**config.mk**
```make
export PLATFORM = sky130hd
export DESIGN_NAME = exec_unit
export DESIGN_NICKNAME = d
export VERILOG_FILES = /design/src/rtl/exec_unit_pkg.sv /design/src/rtl/exec_unit_decode.sv /design/src/rtl/exec_unit_alu.sv /design/src/rtl/exec_unit_rf.sv /design/src/rtl/exec_unit.sv
export SDC_FILE = /design/constraint.sdc
export NUM_CORES = 2
export LEC_CHECK = 0
export BUFFER_PORTS_ARGS = -buffer_cell sky130_fd_sc_hd__buf_2
export CORE_ASPECT_RATIO = 0.5
export CORE_UTILIZATION = 40
export CTS_CLUSTER_DIAMETER = 120
export DETAILED_ROUTE_END_ITERATION = 7
export SYNTH_ARGS = -nofsm -noshare
export SYNTH_HDL_FRONTEND = slang
export SYNTH_HIERARCHICAL = 1
export SYNTH_SLANG_ARGS = --single-unit
```
**constraint.sdc**
```tcl
create_clock -name clk -period 9.6 [get_ports clk]
set_input_delay 1.44 -clock clk [delete_from_list [all_inputs] [get_ports clk]]
set_output_delay 1.44 -clock clk [all_outputs]
set_load 0.05 [all_outputs]
```
**src/rtl/exec_unit_pkg.sv**
```systemverilog
package exec_unit_pkg;

  localparam int XLEN  = 32;
  localparam int NREGS = 32;
  localparam int RAW   = $clog2(NREGS);

  localparam logic [6:0] OPC_IMM   = 7'h13;
  localparam logic [6:0] OPC_REG   = 7'h33;
  localparam logic [6:0] OPC_LUI   = 7'h37;
  localparam logic [6:0] OPC_AUIPC = 7'h17;

  typedef enum logic [3:0] {
    ALU_ADD, ALU_SUB, ALU_SLL, ALU_SLT, ALU_SLTU,
    ALU_XOR, ALU_SRL, ALU_SRA, ALU_OR, ALU_AND
  } alu_op_e;

  typedef enum logic [1:0] {
    SRCA_REG, SRCA_PC, SRCA_ZERO
  } srca_e;

  typedef enum logic {
    SRCB_REG, SRCB_IMM
  } srcb_e;

  typedef struct packed {
    logic            legal;
    alu_op_e         op;
    srca_e           a_sel;
    srcb_e           b_sel;
    logic [RAW-1:0]  rd;
    logic [RAW-1:0]  rs1;
    logic [RAW-1:0]  rs2;
    logic [XLEN-1:0] imm;
  } dec_t;

  function automatic alu_op_e sel_op(input logic [2:0] f3, input logic alt);
    case (f3)
      3'd0:    return alt ? ALU_SUB : ALU_ADD;
      3'd1:    return ALU_SLL;
      3'd2:    return ALU_SLT;
      3'd3:    return ALU_SLTU;
      3'd4:    return ALU_XOR;
      3'd5:    return alt ? ALU_SRA : ALU_SRL;
      3'd6:    return ALU_OR;
      default: return ALU_AND;
    endcase
  endfunction

endpackage

```
**src/rtl/exec_unit_decode.sv**
```systemverilog
module exec_unit_decode
  import exec_unit_pkg::*;
(
  input  logic [31:0] instr,
  output dec_t        dec
);

  logic [6:0]  opcode;
  logic [2:0]  f3;
  logic        alt_bit;
  logic [31:0] imm_i;
  logic [31:0] imm_u;

  assign opcode  = instr[6:0];
  assign f3      = instr[14:12];
  assign alt_bit = instr[30];
  assign imm_i   = {{20{instr[31]}}, instr[31:20]};
  assign imm_u   = {instr[31:12], 12'b0};

  always_comb begin
    dec       = '0;
    dec.op    = ALU_ADD;
    dec.a_sel = SRCA_REG;
    dec.b_sel = SRCB_REG;
    dec.rd    = instr[11:7];
    dec.rs1   = instr[19:15];
    dec.rs2   = instr[24:20];
    case (opcode)
      OPC_IMM: begin
        dec.legal = 1'b1;
        dec.b_sel = SRCB_IMM;
        dec.imm   = imm_i;
        dec.op    = sel_op(f3, (f3 == 3'd5) ? alt_bit : 1'b0);
      end
      OPC_REG: begin
        dec.legal = 1'b1;
        dec.b_sel = SRCB_REG;
        dec.op    = sel_op(f3, (f3 == 3'd0 || f3 == 3'd5) ? alt_bit : 1'b0);
      end
      OPC_LUI: begin
        dec.legal = 1'b1;
        dec.a_sel = SRCA_ZERO;
        dec.b_sel = SRCB_IMM;
        dec.imm   = imm_u;
      end
      OPC_AUIPC: begin
        dec.legal = 1'b1;
        dec.a_sel = SRCA_PC;
        dec.b_sel = SRCB_IMM;
        dec.imm   = imm_u;
      end
      default: dec.legal = 1'b0;
    endcase
  end

endmodule

```
**src/rtl/exec_unit_alu.sv**
```systemverilog
module exec_unit_alu
  import exec_unit_pkg::*;
#(
  parameter int W = XLEN,
  parameter int SHW = $clog2(W)
) (
  input  alu_op_e      op,
  input  logic [W-1:0] a,
  input  logic [W-1:0] b,
  output logic [W-1:0] y
);

  logic [SHW-1:0] shamt;
  assign shamt = b[SHW-1:0];

  always_comb begin
    case (op)
      ALU_ADD:  y = a + b;
      ALU_SUB:  y = a - b;
      ALU_SLL:  y = a << shamt;
      ALU_SLT:  y = W'($signed(a) < $signed(b));
      ALU_SLTU: y = W'(a < b);
      ALU_XOR:  y = a ^ b;
      ALU_SRL:  y = a >> shamt;
      ALU_SRA:  y = W'($signed(a) >>> shamt);
      ALU_OR:   y = a | b;
      default:  y = a & b;
    endcase
  end

endmodule

```
**src/rtl/exec_unit_rf.sv**
```systemverilog
module exec_unit_rf #(
  parameter int N  = 32,
  parameter int W  = 32,
  parameter int AW = $clog2(N)
) (
  input  logic          clk,
  input  logic          rst_n,
  input  logic          we,
  input  logic [AW-1:0] waddr,
  input  logic [W-1:0]  wdata,
  input  logic [AW-1:0] ra_a,
  output logic [W-1:0]  rd_a,
  input  logic [AW-1:0] ra_b,
  output logic [W-1:0]  rd_b,
  input  logic [AW-1:0] ra_dbg,
  output logic [W-1:0]  rd_dbg
);

  logic [N-1:0][W-1:0] rows;

  for (genvar i = 0; i < N; i++) begin : g_row
    if (i == 0) begin : g_zero
      assign rows[i] = '0;
    end else begin : g_reg
      logic         row_en;
      logic [W-1:0] row_d;
      logic [W-1:0] row_q;

      always_comb begin
        row_en = we && (waddr == AW'(i));
        row_d  = wdata;
      end

      always_ff @(posedge clk or negedge rst_n) begin
        if (!rst_n) begin
          row_q <= '0;
        end else if (row_en) begin
          row_q <= row_d;
        end
      end

      assign rows[i] = row_q;
    end
  end

  assign rd_a   = rows[ra_a];
  assign rd_b   = rows[ra_b];
  assign rd_dbg = rows[ra_dbg];

endmodule

```
**src/rtl/exec_unit.sv**
```systemverilog
module exec_unit
  import exec_unit_pkg::*;
(
  input  logic        clk,
  input  logic        rst_n,
  input  logic        instr_valid,
  input  logic [31:0] instr_word,
  input  logic [31:0] pc,
  input  logic [4:0]  dbg_sel,
  output logic [31:0] dbg_value,
  output logic        illegal
);

  dec_t            dec;
  logic [XLEN-1:0] rs1_val;
  logic [XLEN-1:0] rs2_val;
  logic [XLEN-1:0] op_a;
  logic [XLEN-1:0] op_b;
  logic [XLEN-1:0] result;
  logic            rf_we;
  logic [RAW-1:0]  rf_waddr;
  logic [XLEN-1:0] rf_wdata;

  exec_unit_decode u_dec (
    .instr (instr_word),
    .dec   (dec)
  );

  always_comb begin
    case (dec.a_sel)
      SRCA_PC:   op_a = pc;
      SRCA_ZERO: op_a = '0;
      default:   op_a = rs1_val;
    endcase
    op_b = (dec.b_sel == SRCB_IMM) ? dec.imm : rs2_val;
  end

  exec_unit_alu #(.W(XLEN)) u_alu (
    .op (dec.op),
    .a  (op_a),
    .b  (op_b),
    .y  (result)
  );

  always_comb begin
    rf_we    = instr_valid && dec.legal;
    rf_waddr = dec.rd;
    rf_wdata = result;
    illegal  = instr_valid && !dec.legal;
  end

  exec_unit_rf #(.N(NREGS), .W(XLEN)) u_rf (
    .clk    (clk),
    .rst_n  (rst_n),
    .we     (rf_we),
    .waddr  (rf_waddr),
    .wdata  (rf_wdata),
    .ra_a   (dec.rs1),
    .rd_a   (rs1_val),
    .ra_b   (dec.rs2),
    .rd_b   (rs2_val),
    .ra_dbg (dbg_sel),
    .rd_dbg (dbg_value)
  );

endmodule

```
After elaboration in Yosys (flattened, before gate mapping)

Index checks and enable logic that the tools add are counted.

$add $sub $neg: 2
$lt $le $gt $ge: 5
Eq/ne operators: 51
Shift-type cells: 3
Multiplexer cells: 22
Bitwise logic cells: 3
Reductions and logical operators: 40

Operator list:

| operator                                                              | number |
|---|---|
| 32-bit binary-select mux with 5-bit select                            | 3 |
| 32-bit case mux with 9 select lines                                   | 1 |
| 32-bit 2-to-1 mux                                                     | 4 |
| 32-bit case mux with 2 select lines                                   | 2 |
| 5-bit equality test, second input constant                            | 16 |
| 32-bit < comparator                                                   | 2 |
| 4-bit case mux with 7 select lines                                    | 2 |
| 5-bit by 4-bit equality test with 1-bit output, second input constant | 8 |
| 1-bit logical AND                                                     | 33 |
| 32-bit adder                                                          | 1 |
| 32-bit AND                                                            | 1 |
| 32-bit OR                                                             | 1 |
| 32-bit by 5-bit left shift with 32-bit output                         | 1 |
| 32-bit by 5-bit right shift with 32-bit output                        | 1 |
| 32-bit by 5-bit >>> shifter with 32-bit output                        | 1 |
| 32-bit subtractor                                                     | 1 |
| 32-bit XOR                                                            | 1 |
| 5-bit by 3-bit equality test with 1-bit output, second input constant | 4 |
| 5-bit by 6-bit < comparator with 1-bit output, second input constant  | 3 |
| 4-bit by 3-bit equality test with 1-bit output, second input constant | 4 |
| 7-bit by 5-bit equality test with 1-bit output, second input constant | 2 |
| 7-bit by 6-bit equality test with 1-bit output, second input constant | 2 |
| 5-bit by 2-bit equality test with 1-bit output, second input constant | 2 |
| 3-bit equality test, second input constant                            | 3 |
| other kinds (18)                                                      | 27 |

Flip-flop bits (word level): 992
Input bits: 72
Output and inout port bits: 33
Logic and storage cells: 157

Depth between registers and ports, before layout

Depth in word-level cells: 8
Mapped depth: 27
Depth with buffers taken out: 21

Modules after synthesis

The synthesis kept the hierarchy.

By module, submodules not included:

| module           | times used | cells an instance | area an instance (µm²) | seq. area each (µm²) |
|---|---|---|---|---|
| exec_unit_rf     | 1          | 4293              | 61337.6                | 24823.8 |
| exec_unit_alu    | 1          | 1258              | 8698.3                 | 0.0 |
| exec_unit        | 1          | 82                | 930.9                  | 0.0 |
| exec_unit_decode | 1          | 101               | 585.6                  | 0.0 |

Worst setup path before layout

Ideal clock, no wire load.

Kind: input port to flip-flop
From: input port instr_word[22]
To: register u_rf.g_row[7].g_reg.row_q[24]
Setup time: 0.128 ns
Data arrival time: 6.802 ns
Required time: 9.472 ns
Setup slack: 2.670 ns
Stages on the path: 26
Path buffers: 9
Cells stage by stage: buf_4 clkbuf_1 buf_2 clkbuf_1 mux4_2 a22o_1 o21ai_1 o31ai_1 mux2_4 inv_1 buf_2 buf_1 buf_2 ha_1 buf_2 o21bai_1 a2111oi_0 nor3_1 o21ai_1 o311a_1 o21a_1 o21ai_0 a31oi_1 o22a_1 clkbuf_1 mux2_1

Cells in the longest elaborated chain, start to end: 5
Elaborated cells on any way between the ends: 13
Classes of those cells: 2 x add/sub; 3 x shift; 5 x mux; 3 x bitwise

RTL lines:

| element                                         | RTL line            | source |
|---|---|---|
| start, declared                                 | exec_unit.sv:7      | `input logic [31:0] instr_word,` |
| 32-bit binary-select mux with 5-bit select *    | exec_unit_rf.sv:47  | `assign rd_b = rows[ra_b];` |
| 32-bit 2-to-1 mux (not written as such) *       | exec_unit_rf.sv:47  |  |
| via rs2_val[2]                                  | exec_unit.sv:16     | `logic [XLEN-1:0] rs2_val;` |
| 32-bit 2-to-1 mux *                             | exec_unit.sv:35     | `op_b = (dec.b_sel == SRCB_IMM) ? dec.imm : rs2_val;` |
| via op_b[2]                                     | exec_unit.sv:18     | `logic [XLEN-1:0] op_b;` |
| 32-bit subtractor, or another cell as far along | exec_unit_alu.sv:19 | `ALU_SUB: y = a - b;` |
| 32-bit case mux with 9 select lines *           | exec_unit_alu.sv:17 | `case (op)` |
| via result[24]                                  | exec_unit.sv:19     | `logic [XLEN-1:0] result;` |
| end signal, assigned                            | exec_unit_rf.sv:38  | `row_q <= row_d;` |
| end, declared                                   | exec_unit_rf.sv:27  | `logic [W-1:0] row_q;` |

Mark *: on every way through the listed nets, which the timed path passes. The rest lies on a longest branch. The select of a mux whose other input is x is not followed.
A chain may end at the register's enable or synchronous reset.

Final worst setup path

From: input port instr_word[15]
To: register u_rf.g_row[24].g_reg.row_q[28]

Cells in the longest elaborated chain, start to end: 5
Elaborated cells on any way between the ends: 14
Classes of those cells: 2 x add/sub; 3 x shift; 6 x mux; 3 x bitwise

RTL lines:

| element                                         | RTL line            | source |
|---|---|---|
| 32-bit binary-select mux with 5-bit select *    | exec_unit_rf.sv:46  | `assign rd_a = rows[ra_a];` |
| 32-bit 2-to-1 mux (not written as such) *       | exec_unit_rf.sv:46  |  |
| via rs1_val[3]                                  | exec_unit.sv:15     | `logic [XLEN-1:0] rs1_val;` |
| 32-bit case mux with 2 select lines *           | exec_unit.sv:30     | `case (dec.a_sel)` |
| via op_a[3]                                     | exec_unit.sv:17     | `logic [XLEN-1:0] op_a;` |
| 32-bit subtractor, or another cell as far along | exec_unit_alu.sv:19 |  |
| 32-bit case mux with 9 select lines *           | exec_unit_alu.sv:17 |  |
| via result[28]                                  | exec_unit.sv:19     |  |
| end signal, assigned                            | exec_unit_rf.sv:38  |  |
| end, declared                                   | exec_unit_rf.sv:27  |  |

Marks and branches as above.

==> key figures <==
Outcome
  • Status: finished, final reports clean

Critical path
  • R2R Setup Slk: 3.24 ns
  • Cell count of the worst reg-to-reg path: 18
  • Element type at the critical path start: input port
  • Critical Path AT: 8.38 ns
  • Reg2reg start: u_rf/g_row[26].g_reg.row_q[9]
  • Critical path data required time: 10.23 ns
  • Worst reg2reg path endpoint: u_rf/g_row[24].g_reg.row_q[28]
  • Crit-path cells: buf_8 > buf_4 > mux4_2 > a22o_1 > o21ai_1 > o31ai_1 > a22o_1 > inv_1 > ha_1 > and3_1 > o211ai_1 > a211oi_1 > o2111ai_1 > nand2_1 > a21boi_1 > o2111a_1 > a2111o_1 > o22a_1 > buf_4 > mux2_1
  • CP Buf/Inv Count: 4
  • Setup crit end kind: register
  • Slowest stage delay, CP: 0.61 ns
  • CP max FO: 53
  • Critical path type: in2reg
  • Worst path top cell family by delay: compound AO/OA/AOI/OAI gates
  • Slowest cell on crit path: o21ai_1

Routing
  • DRT Pass-1 Iters: 6
  • DR vias/cell: 6.83
  • Detailed-route DRC error count: 0
  • Post-Route WL: 271000 um
  • Met2 WL post-DR: 119000 um
  • Wl on met1: 109000 um
  • Metal3 WL: 30900 um
  • Vias: 54600
  • Post-route ant nets: 0
  • Wire length per cell: 33.9 um
  • 1st-iter DRT viols: 6038
  • Top routing layer in use: met5

Min path
  • Min-Delay Endpoint: u_rf/g_row[12].g_reg.row_q[8]
  • Min-delay src: u_rf/g_row[12].g_reg.row_q[8]
  • Hold Path Cell Cnt: 1
  • Min-Delay Path Class: reg2reg

Final layout
  • Largest regs: u_rf/g_row.g_reg.row_q: 992 flops
  • Final #Nets: 5679
  • Max reg flops: 992
  • Layout cell share with drive strength beyond 1: 0.410
  • Largest Register: u_rf/g_row.g_reg.row_q
  • Fin cells: 7983
  • Layout area overhead: 8.70%
  • Fill count: 16000

Placement
  • Number of I/O port buffers: 104
  • Placed Instances: 7782
  • Final RePlAce weighted congestion: 0.947
  • Hpwl dp: 175000 um

Clock network
  • Post-CTS Setup Inserts: 0
  • CTS tree: built
  • Clock buffer depth: 3
  • CTS Sinks: 992
  • Root buffer cell: clkbuf_16
  • Total CTS buffers: 109
  • Clock Latency Late Sink: 0.76 ns
  • Clock Pin Slew Worst Setup and Hold Paths: 0.06 ns
  • Hold_buf cts: 0
  • Post-cts resize count: 0
  • H-tree depth: 3

Power and ir drop
  • Internal: 7.08 mW
  • Pwr Density: 128 nW/um^2
  • Peak supply drop: 0.148 mV
  • Reg power frac: 0.428
  • Clock power share: 0.425
  • Switching share of power: 0.289
  • Logic pwr share: 0.148
  • Leakage Power: 34.0 nW
  • Switch Pwr: 2.87 mW

GRT
  • GRT Util Overall: 0.296
  • Antenna violations before repair: 22
  • GRT overflow: 0
  • First-pass GRT wire length: 391000 um
  • Largest net degree at the start of global routing: 172
  • Vias in the first global route: 55000

Synth
  • Cell area after synthesis: 71600 um^2
  • Yosys warnings: 6
  • Synth cell count leaders: 1061 x mux2_2, 992 x dfrtp_1, 619 x mux4_2
  • Post-synth EDFFs: 0
  • Seq/Total Area, Yosys: 0.347
  • Ys async rst share: 1.00
  • Avg Cell Area, Syn: 12.5 um^2
  • Syn Inst Count: 5734
  • Syn_nets: 5906
  • Count leader, synth: mux2_2
  • Number of synthesized register bits: 992
  • Yosys cell types: 95
  • Synth top area cells: dfrtp_1 35%, mux4_2 19%, mux2_2 17%, mux2i_1 4.6%, a22o_1 3.9%
  • Synth area leader: dfrtp_1
  • Share of the synthesized area in the top cell type: 0.347
  • Primary FF master, synth: dfrtp_1

STA
  • Worst slew margin: 0.207
  • Clock Skew: 0.0281 ns
  • Final slew viol count: 0
  • Final Setup Violations: 0
  • Final setup TNS: 0 ns
  • Fmax: 129 MHz
  • Worst Tran Pin Value: 1.19 ns
  • Minimum clock period: 7.74 ns
  • Final hold violation count: 0
  • RSZ-0062 raised after global routing: false
  • Final period utilization: 0.807

Floorplanning
  • Die H: 301 um
  • Core area: 177000 um^2
  • Die footprint: 181000 um^2
  • I/O pins: 105
  • DIE WIDTH: 600 um
  • Initial core utilization: 0.404
  • Rows: 109

Run
  • Max cap viols: 0
-- metrics by stage --
step / power [mW] / hold slack, ns / worst slack [ns] / utilization / cell area [um^2]
after floorplan: 5.19 / 0.489 / 2.67 / - / 71600
after global placement: 5.74 / 0.503 / 1.26 / 0.419 / 74200
after detailed placement: 5.76 / 0.517 / 1.25 / 0.419 / 74200
after CTS: 9.97 / 0.530 / 2.05 / 0.439 / 77800
after global routing: 10.2 / 0.558 / 1.64 / 0.439 / 77800
final: 9.95 / 0.531 / 1.86 / 0.439 / 77800
-- placed cells by master (no fill, tap or decap), drive strengths merged, types with 10 or more instances in the layout --
cell type	n
dfrtp	992
and2	119
inv	103
and3	10
mux4	619
o21bai	14
nor2b	24
o22ai	108
a31oi	19
a21o	22
nor4	10
clkinv	25
a22o	318
mux2	1138
a211oi	121
buf	310
a21oi	168
ha	98
o21ai	192
clkbuf	164
nor3	30
nand3	19
a221oi	22
o221ai	11
o31ai	110
nand2	134
o211ai	23
nor2	159
xnor2	12
nand2b	17
mux2i	332
or3	16
-- power groups by stage --
stage / Sequential [mW] / Combinational (mW) / Clock, mW
2_1_floorplan: 4.32 / 0.869 / 0
6_report: 4.26 / 1.47 / 4.22
3_3_place_gp: 4.32 / 1.42 / 0
5_1_grt: 4.26 / 1.52 / 4.45
3_5_place_dp: 4.33 / 1.43 / 0
4_1_cts: 4.25 / 1.43 / 4.28
-- worst max-delay path by stage --
stage	start	end	slack, ns	depth (start not counted)
6_report	instr_word[15]	u_rf/g_row[24].g_reg.row_q[28]	1.86	20
3_3_place_gp	instr_word[21]	u_rf/g_row[24].g_reg.row_q[22]	1.26	18
3_5_place_dp	instr_word[20]	u_rf/g_row[24].g_reg.row_q[22]	1.25	20
2_1_floorplan	instr_word[22]	u_rf/g_row[7].g_reg.row_q[24]	2.67	26
5_1_grt	instr_word[15]	u_rf/g_row[14].g_reg.row_q[31]	1.64	20
4_1_cts	instr_word[20]	u_rf/g_row[24].g_reg.row_q[22]	2.05	20
-- logic make-up (layout without fill, tap and decap cells) --
logic type | Yosys count | in the layout | share of synthesized area
xor+xnor | 17 | 17 | 0.00208
compound gates | 1210 | 1210 | 0.121
fa+ha+maj | 100 | 100 | 0.0177
simple gates | 576 | 576 | 0.0405
buf+inv | 750 | 606 | 0.0497
other cells | 0 | 7 | 0
mux | 2089 | 2089 | 0.422
flops | 992 | 992 | 0.347
-- final cells by class --
| cell class | count | area, um^2 | area share |
|---|---|---|---|
| multi-input combinational | 3992 | 43600 | 0.561 |
| timing repair buffer | 310 | 2430 | 0.0313 |
| inverter | 102 | 383 | 0.00492 |
| antenna | 7 | 17.5 | 0.000225 |
| tap | 2386 | 2990 | 0.0384 |
| sequential | 992 | 24800 | 0.319 |
| clock buffer | 164 | 3200 | 0.0412 |
| clock inverter | 30 | 328 | 0.00421 |
-- per-layer routing --
layer,vias up,GRT usage
met5,-,0
met4,4,0.121
met3,698,0.0894
met2,3136,0.445
met1,28700,0.400
li1,22000,-
(Power assumes the default switching activity.)
